`src/rtl/cfgdec_pkg.sv`:
```
package cfgdec_pkg;
  typedef enum logic [2:0] {
    ST_MASK,
    ST_SW_FLAG,
    ST_SW_IDX,
    ST_PAR_FLAG,
    ST_PAR_DELTA,
    ST_PAR_FULL
  } dec_state_t;

  function automatic int imax(input int a, input int b);
    return (a > b) ? a : b;
  endfunction
endpackage

```
`src/rtl/cfgdec_prev_store.sv`:
```
module cfgdec_prev_store #(
  parameter int PAR_W = 11,
  parameter int SEL_W = 6
) (
  input  logic             clk,
  input  logic [SEL_W-1:0] sel,
  input  logic             we,
  input  logic [PAR_W-1:0] wdata,
  output logic [PAR_W-1:0] rdata
);
  localparam int DEPTH = 1 << SEL_W;

  logic [PAR_W-1:0] mem [DEPTH];

  always_ff @(posedge clk) begin
    if (we) mem[sel] <= wdata;
  end

  assign rdata = mem[sel];
endmodule

```
`src/rtl/cfgdec_wr_port.sv`:
```
module cfgdec_wr_port #(
  parameter int ADDR_W = 11,
  parameter int DATA_W = 12
) (
  input  logic              clk,
  input  logic              rst_n,
  input  logic              load,
  input  logic [ADDR_W-1:0] load_addr,
  input  logic [DATA_W-1:0] load_data,
  output logic              space,
  output logic              wr_valid,
  input  logic              wr_ready,
  output logic [ADDR_W-1:0] wr_addr,
  output logic [DATA_W-1:0] wr_data
);
  always_ff @(posedge clk or negedge rst_n) begin
    if (!rst_n) begin
      wr_valid <= 1'b0;
      wr_addr  <= '0;
      wr_data  <= '0;
    end else if (load) begin
      wr_valid <= 1'b1;
      wr_addr  <= load_addr;
      wr_data  <= load_data;
    end else if (wr_ready) begin
      wr_valid <= 1'b0;
    end
  end

  assign space = !wr_valid || wr_ready;

  AST_WR_HOLD: assert property (@(posedge clk) disable iff (!rst_n)
    (wr_valid && !wr_ready) |=> (wr_valid && $stable(wr_addr) && $stable(wr_data)));
endmodule

```
`src/rtl/cfgdec_parser.sv`:
```
module cfgdec_parser import cfgdec_pkg::*; #(
  parameter int NUM_SW     = 1700,
  parameter int SW_W       = 12,
  parameter int IDX_W      = 4,
  parameter int NUM_CH     = 8,
  parameter int PAR_PER_CH = 37,
  parameter int PAR_W      = 11,
  parameter int DELTA_W    = 3,
  parameter int ADDR_W     = 11,
  parameter int SEL_W      = 6
) (
  input  logic              clk,
  input  logic              rst_n,
  input  logic              take,
  input  logic              in_bit,
  input  logic              in_last,
  input  logic [PAR_W-1:0]  prev_val,
  output logic [SEL_W-1:0]  par_sel,
  output logic              st_we,
  output logic [PAR_W-1:0]  st_wdata,
  output logic              emit,
  output logic [ADDR_W-1:0] emit_addr,
  output logic [SW_W-1:0]   emit_data,
  output logic              done,
  output logic              err
);
  localparam int SH_W  = imax(imax(IDX_W, DELTA_W), PAR_W);
  localparam int CNT_W = $clog2(imax(SH_W, SW_W) + 1);
  localparam int SWI_W = $clog2(NUM_SW + 1);
  localparam int CH_W  = $clog2(NUM_CH + 1);

  dec_state_t        state;
  logic [CNT_W-1:0]  cnt;
  logic [SW_W-1:0]   mask, acc;
  logic [SH_W-1:0]   shreg, sh_next;
  logic [SWI_W-1:0]  sw_idx;
  logic [SEL_W-1:0]  par_p;
  logic [CH_W-1:0]   ch;
  logic [ADDR_W-1:0] addr;
  logic [PAR_W-1:0]  delta_ext, par_val;
  logic              par_done, bad, final_bit, last_p;

  assign sh_next   = {shreg[SH_W-2:0], in_bit};
  assign delta_ext = {{(PAR_W-DELTA_W){sh_next[DELTA_W-1]}}, sh_next[DELTA_W-1:0]};
  assign last_p    = (par_p == SEL_W'(PAR_PER_CH - 1));
  assign final_bit = par_done && last_p && (ch == CH_W'(NUM_CH - 1));

  always_comb begin
    emit      = 1'b0;
    emit_data = '0;
    par_done  = 1'b0;
    par_val   = '0;
    bad       = 1'b0;
    if (take) begin
      case (state)
        ST_SW_FLAG: if (!in_bit) begin
          emit      = 1'b1;
          emit_data = acc ^ mask;
        end
        ST_PAR_FLAG: bad = !in_bit && (ch == '0);
        ST_PAR_DELTA: if (cnt == CNT_W'(DELTA_W - 1)) begin
          par_done = 1'b1;
          par_val  = prev_val + delta_ext;
        end
        ST_PAR_FULL: if (cnt == CNT_W'(PAR_W - 1)) begin
          par_done = 1'b1;
          par_val  = sh_next[PAR_W-1:0];
        end
        default: ;
      endcase
      if (par_done) begin
        emit      = 1'b1;
        emit_data = SW_W'(par_val);
      end
    end
  end

  assign emit_addr = addr;
  assign par_sel   = par_p;
  assign st_we     = par_done;
  assign st_wdata  = par_val;

  always_ff @(posedge clk or negedge rst_n) begin
    if (!rst_n) begin
      state  <= ST_MASK;
      cnt    <= '0;
      mask   <= '0;
      acc    <= '0;
      shreg  <= '0;
      sw_idx <= '0;
      par_p  <= '0;
      ch     <= '0;
      addr   <= '0;
      done   <= 1'b0;
      err    <= 1'b0;
    end else if (take) begin
      done  <= 1'b0;
      err   <= 1'b0;
      shreg <= sh_next;
      if (emit) addr <= addr + ADDR_W'(1);
      case (state)
        ST_MASK: begin
          mask <= {mask[SW_W-2:0], in_bit};
          cnt  <= cnt + CNT_W'(1);
          if (cnt == CNT_W'(SW_W - 1)) begin
            cnt   <= '0;
            state <= ST_SW_FLAG;
          end
        end
        ST_SW_FLAG: begin
          if (in_bit) begin
            cnt   <= '0;
            state <= ST_SW_IDX;
          end else begin
            acc <= '0;
            if (sw_idx == SWI_W'(NUM_SW - 1)) begin
              sw_idx <= '0;
              state  <= ST_PAR_FLAG;
            end else begin
              sw_idx <= sw_idx + SWI_W'(1);
            end
          end
        end
        ST_SW_IDX: begin
          cnt <= cnt + CNT_W'(1);
          if (cnt == CNT_W'(IDX_W - 1)) begin
            acc   <= acc | (SW_W'(1) << sh_next[IDX_W-1:0]);
            state <= ST_SW_FLAG;
          end
        end
        ST_PAR_FLAG: begin
          cnt   <= '0;
          state <= in_bit ? ST_PAR_FULL : ST_PAR_DELTA;
        end
        ST_PAR_DELTA, ST_PAR_FULL: begin
          cnt <= cnt + CNT_W'(1);
          if (par_done) begin
            cnt   <= '0;
            state <= ST_PAR_FLAG;
            if (last_p) begin
              par_p <= '0;
              ch    <= ch + CH_W'(1);
            end else begin
              par_p <= par_p + SEL_W'(1);
            end
          end
        end
        default: state <= ST_MASK;
      endcase
      if (final_bit || bad || in_last) begin
        state  <= ST_MASK;
        cnt    <= '0;
        acc    <= '0;
        sw_idx <= '0;
        par_p  <= '0;
        ch     <= '0;
        addr   <= '0;
        done   <= final_bit;
        err    <= !final_bit;
      end
    end
  end

  AST_FLAGS_EXCL: assert property (@(posedge clk) disable iff (!rst_n)
    !(done && err));
  AST_NO_DELTA_CH0: assert property (@(posedge clk) disable iff (!rst_n)
    (state == ST_PAR_DELTA) |-> (ch != '0));
  AST_DONE_CLEARS: assert property (@(posedge clk) disable iff (!rst_n)
    (done && take) |=> !done);
endmodule

```
`src/rtl/sparse_cfg_decoder.sv`:
```
module sparse_cfg_decoder #(
  parameter int NUM_SW     = 1700,
  parameter int SW_W       = 12,
  parameter int IDX_W      = 4,
  parameter int NUM_CH     = 8,
  parameter int PAR_PER_CH = 37,
  parameter int PAR_W      = 11,
  parameter int DELTA_W    = 3,
  localparam int ADDR_W    = $clog2(NUM_SW + NUM_CH * PAR_PER_CH + 1)
) (
  input  logic              clk,
  input  logic              rst_n,
  input  logic              in_valid,
  output logic              in_ready,
  input  logic              in_bit,
  input  logic              in_last,
  output logic              wr_valid,
  input  logic              wr_ready,
  output logic [ADDR_W-1:0] wr_addr,
  output logic [SW_W-1:0]   wr_data,
  output logic              done,
  output logic              err
);
  localparam int SEL_W = $clog2(PAR_PER_CH + 1);

  logic              take, space, st_we, emit;
  logic [SEL_W-1:0]  par_sel;
  logic [PAR_W-1:0]  st_wdata, prev_val;
  logic [ADDR_W-1:0] emit_addr;
  logic [SW_W-1:0]   emit_data;

  assign in_ready = space;
  assign take     = in_valid && space;

  cfgdec_parser #(
    .NUM_SW(NUM_SW), .SW_W(SW_W), .IDX_W(IDX_W), .NUM_CH(NUM_CH),
    .PAR_PER_CH(PAR_PER_CH), .PAR_W(PAR_W), .DELTA_W(DELTA_W),
    .ADDR_W(ADDR_W), .SEL_W(SEL_W)
  ) u_parser (
    .clk(clk), .rst_n(rst_n), .take(take), .in_bit(in_bit), .in_last(in_last),
    .prev_val(prev_val), .par_sel(par_sel), .st_we(st_we), .st_wdata(st_wdata),
    .emit(emit), .emit_addr(emit_addr), .emit_data(emit_data),
    .done(done), .err(err)
  );

  cfgdec_prev_store #(.PAR_W(PAR_W), .SEL_W(SEL_W)) u_store (
    .clk(clk), .sel(par_sel), .we(st_we), .wdata(st_wdata), .rdata(prev_val)
  );

  cfgdec_wr_port #(.ADDR_W(ADDR_W), .DATA_W(SW_W)) u_port (
    .clk(clk), .rst_n(rst_n), .load(emit), .load_addr(emit_addr),
    .load_data(emit_data), .space(space), .wr_valid(wr_valid),
    .wr_ready(wr_ready), .wr_addr(wr_addr), .wr_data(wr_data)
  );

  AST_STALL_BLOCKS: assert property (@(posedge clk) disable iff (!rst_n)
    (wr_valid && !wr_ready) |-> !in_ready);
  AST_DONE_WITH_WRITE: assert property (@(posedge clk) disable iff (!rst_n)
    $rose(done) |-> wr_valid);
endmodule

```
`config.mk`:
```
export PLATFORM = sky130hd
export DESIGN_NAME = sparse_cfg_decoder
export DESIGN_NICKNAME = d
export VERILOG_FILES = /design/src/rtl/cfgdec_pkg.sv /design/src/rtl/cfgdec_prev_store.sv /design/src/rtl/cfgdec_wr_port.sv /design/src/rtl/cfgdec_parser.sv /design/src/rtl/sparse_cfg_decoder.sv
export SDC_FILE = /design/constraint.sdc
export NUM_CORES = 1
export LEC_CHECK = 0
export BUFFER_PORTS_ARGS = -buffer_cell sky130_fd_sc_hd__buf_2
export CORE_ASPECT_RATIO = 1.5
export CORE_MARGIN = 3
export CORE_UTILIZATION = 30
export CTS_CLUSTER_SIZE = 12
export DETAILED_ROUTE_END_ITERATION = 16
export GPL_TIMING_DRIVEN = 1
export PLACE_DENSITY = 0.44
export SLEW_MARGIN = 30
export SYNTH_ARGS = -nofsm -noshare
export SYNTH_HDL_FRONTEND = slang
export SYNTH_HIERARCHICAL = 1
export SYNTH_SLANG_ARGS = --single-unit
```
`constraint.sdc`:
```
create_clock -name clk -period 7.2 [get_ports clk]
set_input_delay 1.44 -clock clk [delete_from_list [all_inputs] [get_ports clk]]
set_output_delay 1.44 -clock clk [all_outputs]
set_load 0.01 [all_outputs]
```
---- After elaboration in Yosys (flattened, before gate mapping) ----
Memories as Yosys holds them, arrays and structs flattened.
Index checks and enable logic that the tools add are counted.
storage, ports and cells
  register bits ........................... 99
  RAM bits ................................ 704
  memories ................................ 1
  word-level logic and storage cells ...... 128
operators by class
  eq/ne operators ......................... 19
  mux-type cells .......................... 56
  reductions and logical operators ........ 29
  shifts and indexed selects .............. 1
  bitwise logic cells ..................... 2
  add/subtract/negate cells ............... 6
memory list
  memory       depth  bits a word  rd ports  clocked after memory_dff  write ports  RTL line                 RTL
  u_store.mem  64     11           1         0                         1            cfgdec_prev_store.sv:13  logic [PAR_W-1:0] mem [DEPTH];
operators by type and width
  operator                                                count
  2-to-1 mux 11 bit                                       9
  2-to-1 mux 12 bit                                       7
  2-to-1 mux 4 bit                                        8
  2-to-1 mux 6 bit                                        4
  one-hot mux 12 bit (2 select lines)                     1
  adder 11 x 1 -> 11 bit (second input constant)          2
  one-hot mux 11 bit (2 select lines)                     1
  one-hot mux 4 bit (5 select lines)                      1
  2-to-1 mux 3 bit                                        6
  2-to-1 mux 1 bit                                        17
  one-hot mux 3 bit (5 select lines)                      1
  OR 12 bit                                               1
  nonzero test 2 bit                                      6
  << shifter 1 x 4 -> 12 bit (first input constant)       1
  XOR 12 bit                                              1
  adder 11 bit                                            1
  == test 11 bit (second input constant)                  1
  inequality test 3 x 1 -> 1 bit (second input constant)  3
  AND reduction 3 bit                                     3
  adder 4 x 1 -> 4 bit (second input constant)            2
  == test 4 x 2 -> 1 bit (second input constant)          2
  == test 4 bit (second input constant)                   2
  AND reduction 4 bit                                     2
  adder 6 x 1 -> 6 bit (second input constant)            1
  other kinds (19)                                        30

---- Depth between registers and ports, before layout ----
  word-level depth ........................ 11
  gate-level depth with buffers ........... 20
  depth with buffers taken out ............ 16

---- Hierarchy ----
The synthesis kept the hierarchy.
modules (own cells, without submodules)
  module              instances  area each (um2)  cells each
  cfgdec_prev_store   1          27099.7          1545
  cfgdec_parser       1          4645.7           502
  cfgdec_wr_port      1          994.7            52
  sparse_cfg_decoder  1          6.3              1

---- Worst setup path before layout ----
Ideal clock, no wire load.
  path type ............................... register to register
  start ................................... register u_parser.par_p[2], in the netlist u_parser/par_sel[2]
  end ..................................... memory u_store.mem[0][6] (data pin)
  path buffers ............................ 3
  library setup time ...................... 0.553 ns
  required time ........................... 6.647 ns
  slack ................................... 1.748 ns
  arrival ................................. 4.900 ns
  stages on the path, launching flop included .. 16
  path through ............................ dfrtp_1 buf_6 buf_2 buf_6 mux2i_1 a21oi_1 a221oi_1 o22ai_1 or4_1 ha_1 nor2b_1 o31ai_1 nand2_1 a21oi_1 xor2_1 o22ai_1
on the way
  cells in the longest elaborated chain, start to end .. 5
ends and longest elaborated chain
  item                                 RTL line                  RTL
  from (decl)                          cfgdec_parser.sv:37       logic [SEL_W-1:0] par_p;
  from (signal assigned)               cfgdec_parser.sv:144      par_p <= par_p + SEL_W'(1);
  memory read (64 x 11 bit)            --
  via prev_val[2]                      sparse_cfg_decoder.sv:28  logic [PAR_W-1:0] st_wdata, prev_val;
  adder 11 bit                         cfgdec_parser.sv:63       par_val = prev_val + delta_ext;
  2-to-1 mux 11 bit                    cfgdec_parser.sv:61       ST_PAR_DELTA: if (cnt == CNT_W'(DELTA_W - 1)) begin
  one-hot mux 11 bit (2 select lines)  cfgdec_parser.sv:55       case (state)
  2-to-1 mux 11 bit                    cfgdec_parser.sv:54       if (take) begin
  via st_wdata[6]                      sparse_cfg_decoder.sv:28
  to (decl)                            cfgdec_prev_store.sv:13
The timed path passes the listed nets, and every way through them passes these cells.

---- Worst setup path after layout ----
  start ................................... register u_parser.par_p[1], in the netlist u_parser/par_sel[1]
  end ..................................... memory u_store.mem[47][10] (data pin)
The elaborated chain is that of the path after synthesis.

==> reports/metrics.csv <==
stage,metric,value,unit
outcome,status,completed,
cts,Post CTS Setup Buffer Count,0,
pwr,VDD IR-drop max,0.000178,V
synth,Syn Inst Count,2100,
layout,Filler cells,10300,
routing,routed wire length,109000,µm
global_routing,busiest grt layer,met2,
critical_path,WP depth,16,
floorplan,# IOs,33,
synth,yosys warns,6,
floorplan,DIE AREA,113000,µm²
cts,clock root cell,clkbuf_16,
global_routing,GRT Overall Usage,19.2,%
floorplan,Die W,276,µm
pwr,Pint,0.00751,W
synth,post-synthesis sequential area ratio,72.1,%
worst_hold_path,hold path cells,1,
timing,Worst Skew,0.0308,ns
synth,Yosys reg bits,803,
pwr,switching share of power,22.7,%
global_routing,M3 GR Usage,2.92,%
pwr,Clk pwr share,40.4,%
cts,CTS H-tree depth,3,
floorplan,initial core utilization,30.4,%
critical_path,Slowest cell on crit path,dfrtp_4,
cts,Num CTS Buffers,82,
critical_path,CP Data Required Time,7.58,ns
routing,DRC violations left,0,
critical_path,Arrival @ worst endpoint,6.81,ns
synth,syn avg cell area,15.6,µm²
timing,total negative setup slack,0,ns
timing,measured slew at the worst slew-check pin,0.996,ns
timing,Peak Freq,156,MHz
pwr,Psw,0.00221,W
timing,final setup fails,0,
cts,CTS tree,yes,
layout,final-stage net count,2251,
cts,CTS Hold Bufs,0,
layout,post-route cell area,37800,µm²
synth,Mapped Nets,2125,
floorplan,Rows,147,
global_routing,first-pass GRT wire length,156000,µm
global_routing,met2 GRT Util,33.3,%
global_routing,antenna violations before repair,2,
critical_path,R2R depth,16,
pwr,sequential power share,54.0,%
critical_path,cell mode on critical path,buf_4,
cts,cts repair resizes,0,
cts,Sink Count,803,
routing,drt initial violations,1861,
timing,min Tclk post-route,6.43,ns
critical_path,CP Cell Sequence,"buf_4, buf_4, mux2_2, a221oi_1, a21oi_1, o21ai_0, nand4b_1, inv_1, fa_1, nor2b_1, o31ai_1, a21boi_0, a221oi_1, or4_1, nand3_2, buf_4",
critical_path,crit-path leading delay family,compound AO/OA/AOI/OAI gates,
timing,Max Slew Vio Count,0,
layout,fraction of layout cells with a size suffix above 1,18.5,%
critical_path,WP buf/inv,4,
timing,Final Hold Viols,0,
pwr,LEAKAGE,13.1,nW
floorplan,Die H,411,µm
place,DP Area,35400,µm²
run,Max-Cap Viols,0,
cts,clk_lat worst skew,0.67,ns
routing,WL/cell,29.5,µm
global_routing,largest net degree at the start of global routing,65,
cts,clock slew at reported path FFs,0.06,ns
global_routing,met1 Usage GRT,22.5,%
timing,Tcrit/Tclk final,89.3,%
critical_path,CP endpoint kind,register,
floorplan,Core Area,108000,µm²
pwr,Final Power,0.00972,W
global_routing,GRT overflow,0,
place,Port Buf Inserts,32,
routing,total number of vias,20300,
layout,antenna cells,0,
place,hpwl dp,70900,µm
routing,drt first pass iters,7,
layout,area of the multi-input gates,8450,µm²
global_routing,vias in the first global route,20800,
timing,hold slack,0.499,ns
critical_path,CP max stage delay,0.69,ns
place,Final GP Congestion,0.896,
layout,Sequential Area,23600,µm²
routing,via density per instance,5.51,
pwr,P per Cell Area,257,nW/µm²
timing,Slew HR,33.1,%
worst_hold_path,class of the worst hold path,register to register,
synth,Most used DFF post-synth,edfxtp_1,
routing,antenna-violating nets left,0,
synth,Post-synth EDFFs,704,
synth,Post-Syn Area,32700,µm²
critical_path,CP Class,register to register,
critical_path,CP Launch Type,register,
critical_path,Critical Path Fanout Max,33,
cts,clock tree buffer depth,3,
synth,Post-synth ARST share,12.3,%
pwr,Combinational Power Share,5.6,%
layout,Synth-to-Final Area Change,15.4,%
timing,unrepaired setup endpoints after global routing,no,
synth,post-synth cell types,84,
synth_stat cells, drive strengths merged (7+ instances only):
library cell,count,share of area [%]
dfrtp,99,7.6
a22oi,89,2.0
a31oi,12,0.28
mux4,24,1.7
or3,12,0.23
o22ai,36,0.69
and2,7,0.13
buf,86,1.7
and3,10,0.19
nand3,31,0.51
nor3,30,0.46
xor2,23,0.62
nor2b,20,0.40
o22a,8,0.21
a221oi,136,3.6
o31ai,10,0.23
mux2i,48,1.5
o221ai,19,0.51
o21ai,83,1.3
ha,18,0.69
nand4,20,0.38
xnor2,11,0.29
a21oi,61,0.93
edfxtp,704,65
nand2,82,0.94
o211ai,10,0.26
clkbuf,53,0.61
nand2b,10,0.19
or4,12,0.29
inv,18,0.21
mux2,68,2.6
nor2,162,1.9
a22o,11,0.29
layout by cell type, fill, tap and decap left out, drive strengths merged, types with 68 or more instances in the layout:
| cell | instances |
|---|---|
| mux2 | 68 |
| nor2 | 162 |
| edfxtp | 704 |
| buf | 181 |
| a221oi | 136 |
| o21ai | 83 |
| dfrtp | 99 |
| nand2 | 82 |
| clkbuf | 108 |
| a22oi | 89 |
metrics by stage:
stage               worst slack [ns]  instances  utilization [%]
floorplan                       1.75       2100                -
global placement               0.924       3554             32.8
detailed placement             0.770       3555             32.9
CTS                            0.739       3684             35.1
global route                   0.490       3686             35.1
finish                         0.771       3686             35.1
area by class of cell:
cell class	count	share of cell area, %
Sequential cell	803	62.5
Multi-Input combinational cell	1139	22.4
Clock buffer	108	5.85
Tap cell	1415	4.68
Timing Repair Buffer	181	4.01
Clock inverter	21	0.377
Inverter	19	0.189
final timing paths:
check	endpoint	start	slack, ns
worst max-delay path	u_store/mem[47][10]$_DFFE_PP_	u_parser/par_sel[1]$_DFFE_PN0P_	0.77
worst min-delay path	u_parser/done$_DFFE_PN0P_	u_parser/done$_DFFE_PN0P_	0.50
worst max register to register	u_store/mem[47][10]$_DFFE_PP_	u_parser/par_sel[1]$_DFFE_PN0P_	0.77
worst min register to register	u_parser/done$_DFFE_PN0P_	u_parser/done$_DFFE_PN0P_	0.50
max in group asynchronous	u_parser/acc[4]$_DFFE_PN0P_	rst_n	5.22
min in group asynchronous	u_port/wr_addr[1]$_DFFE_PN0P_	rst_n	0.79
worst register-to-register path, cell delays in order, from the launching register on:
cell      delay [ns]
dfrtp_4         0.69
buf_4           0.55
buf_4           0.45
mux2_2          0.40
a221oi_1        0.29
a21oi_1         0.08
o21ai_0         0.55
nand4b_1        0.26
inv_1           0.15
fa_1            0.23
nor2b_1         0.07
o31ai_1         0.43
a21boi_0        0.23
a221oi_1        0.45
or4_1           0.20
nand3_2         0.62
buf_4           0.50
cells by family (layout without fill, tap and decap cells):
| kind of cell | count (synthesis) | in the layout | share of synthesized area [%] |
|---|---|---|---|
| AOI/OAI and AO/OA | 523 | 523 | 11.6 |
| xor gates and xnor gates | 34 | 34 | 0.909 |
| adders and majority gates | 19 | 19 | 0.749 |
| buffers and inverters | 158 | 329 | 2.51 |
| DFF | 803 | 803 | 72.1 |
| muxes | 140 | 140 | 5.67 |
| and+or+nand+nor | 423 | 423 | 6.39 |
state kept, by name (all words and copies together), names as in the netlist, 6 cells and up:
signal and flops:
u_parser/sw_idx 11, u_parser/acc 12, u_parser/mask 12, u_parser/emit_addr 11
u_parser/shreg 10, u_port/wr_data 12, u_store/mem 704, u_parser/par_sel 6
u_port/wr_addr 11
power groups by stage:
stage | logic (W) | clock network (W) | registers [W]
global route | 0.000603 | 0.00422 | 0.00527
global placement | 0.000543 | 0 | 0.00534
finish | 0.000546 | 0.00392 | 0.00525
CTS | 0.000555 | 0.00406 | 0.00525
detailed placement | 0.000553 | 0 | 0.00535
floorplan | 0.000401 | 0 | 0.00530
layer usage:
metal,vias to the layer above,wire length [µm]
li1,8714,-
met1,10700,41100
met2,741,55200
met3,216,5570
met4,0,6870
met5,-,0
Power figures use the tool's default switching activity.
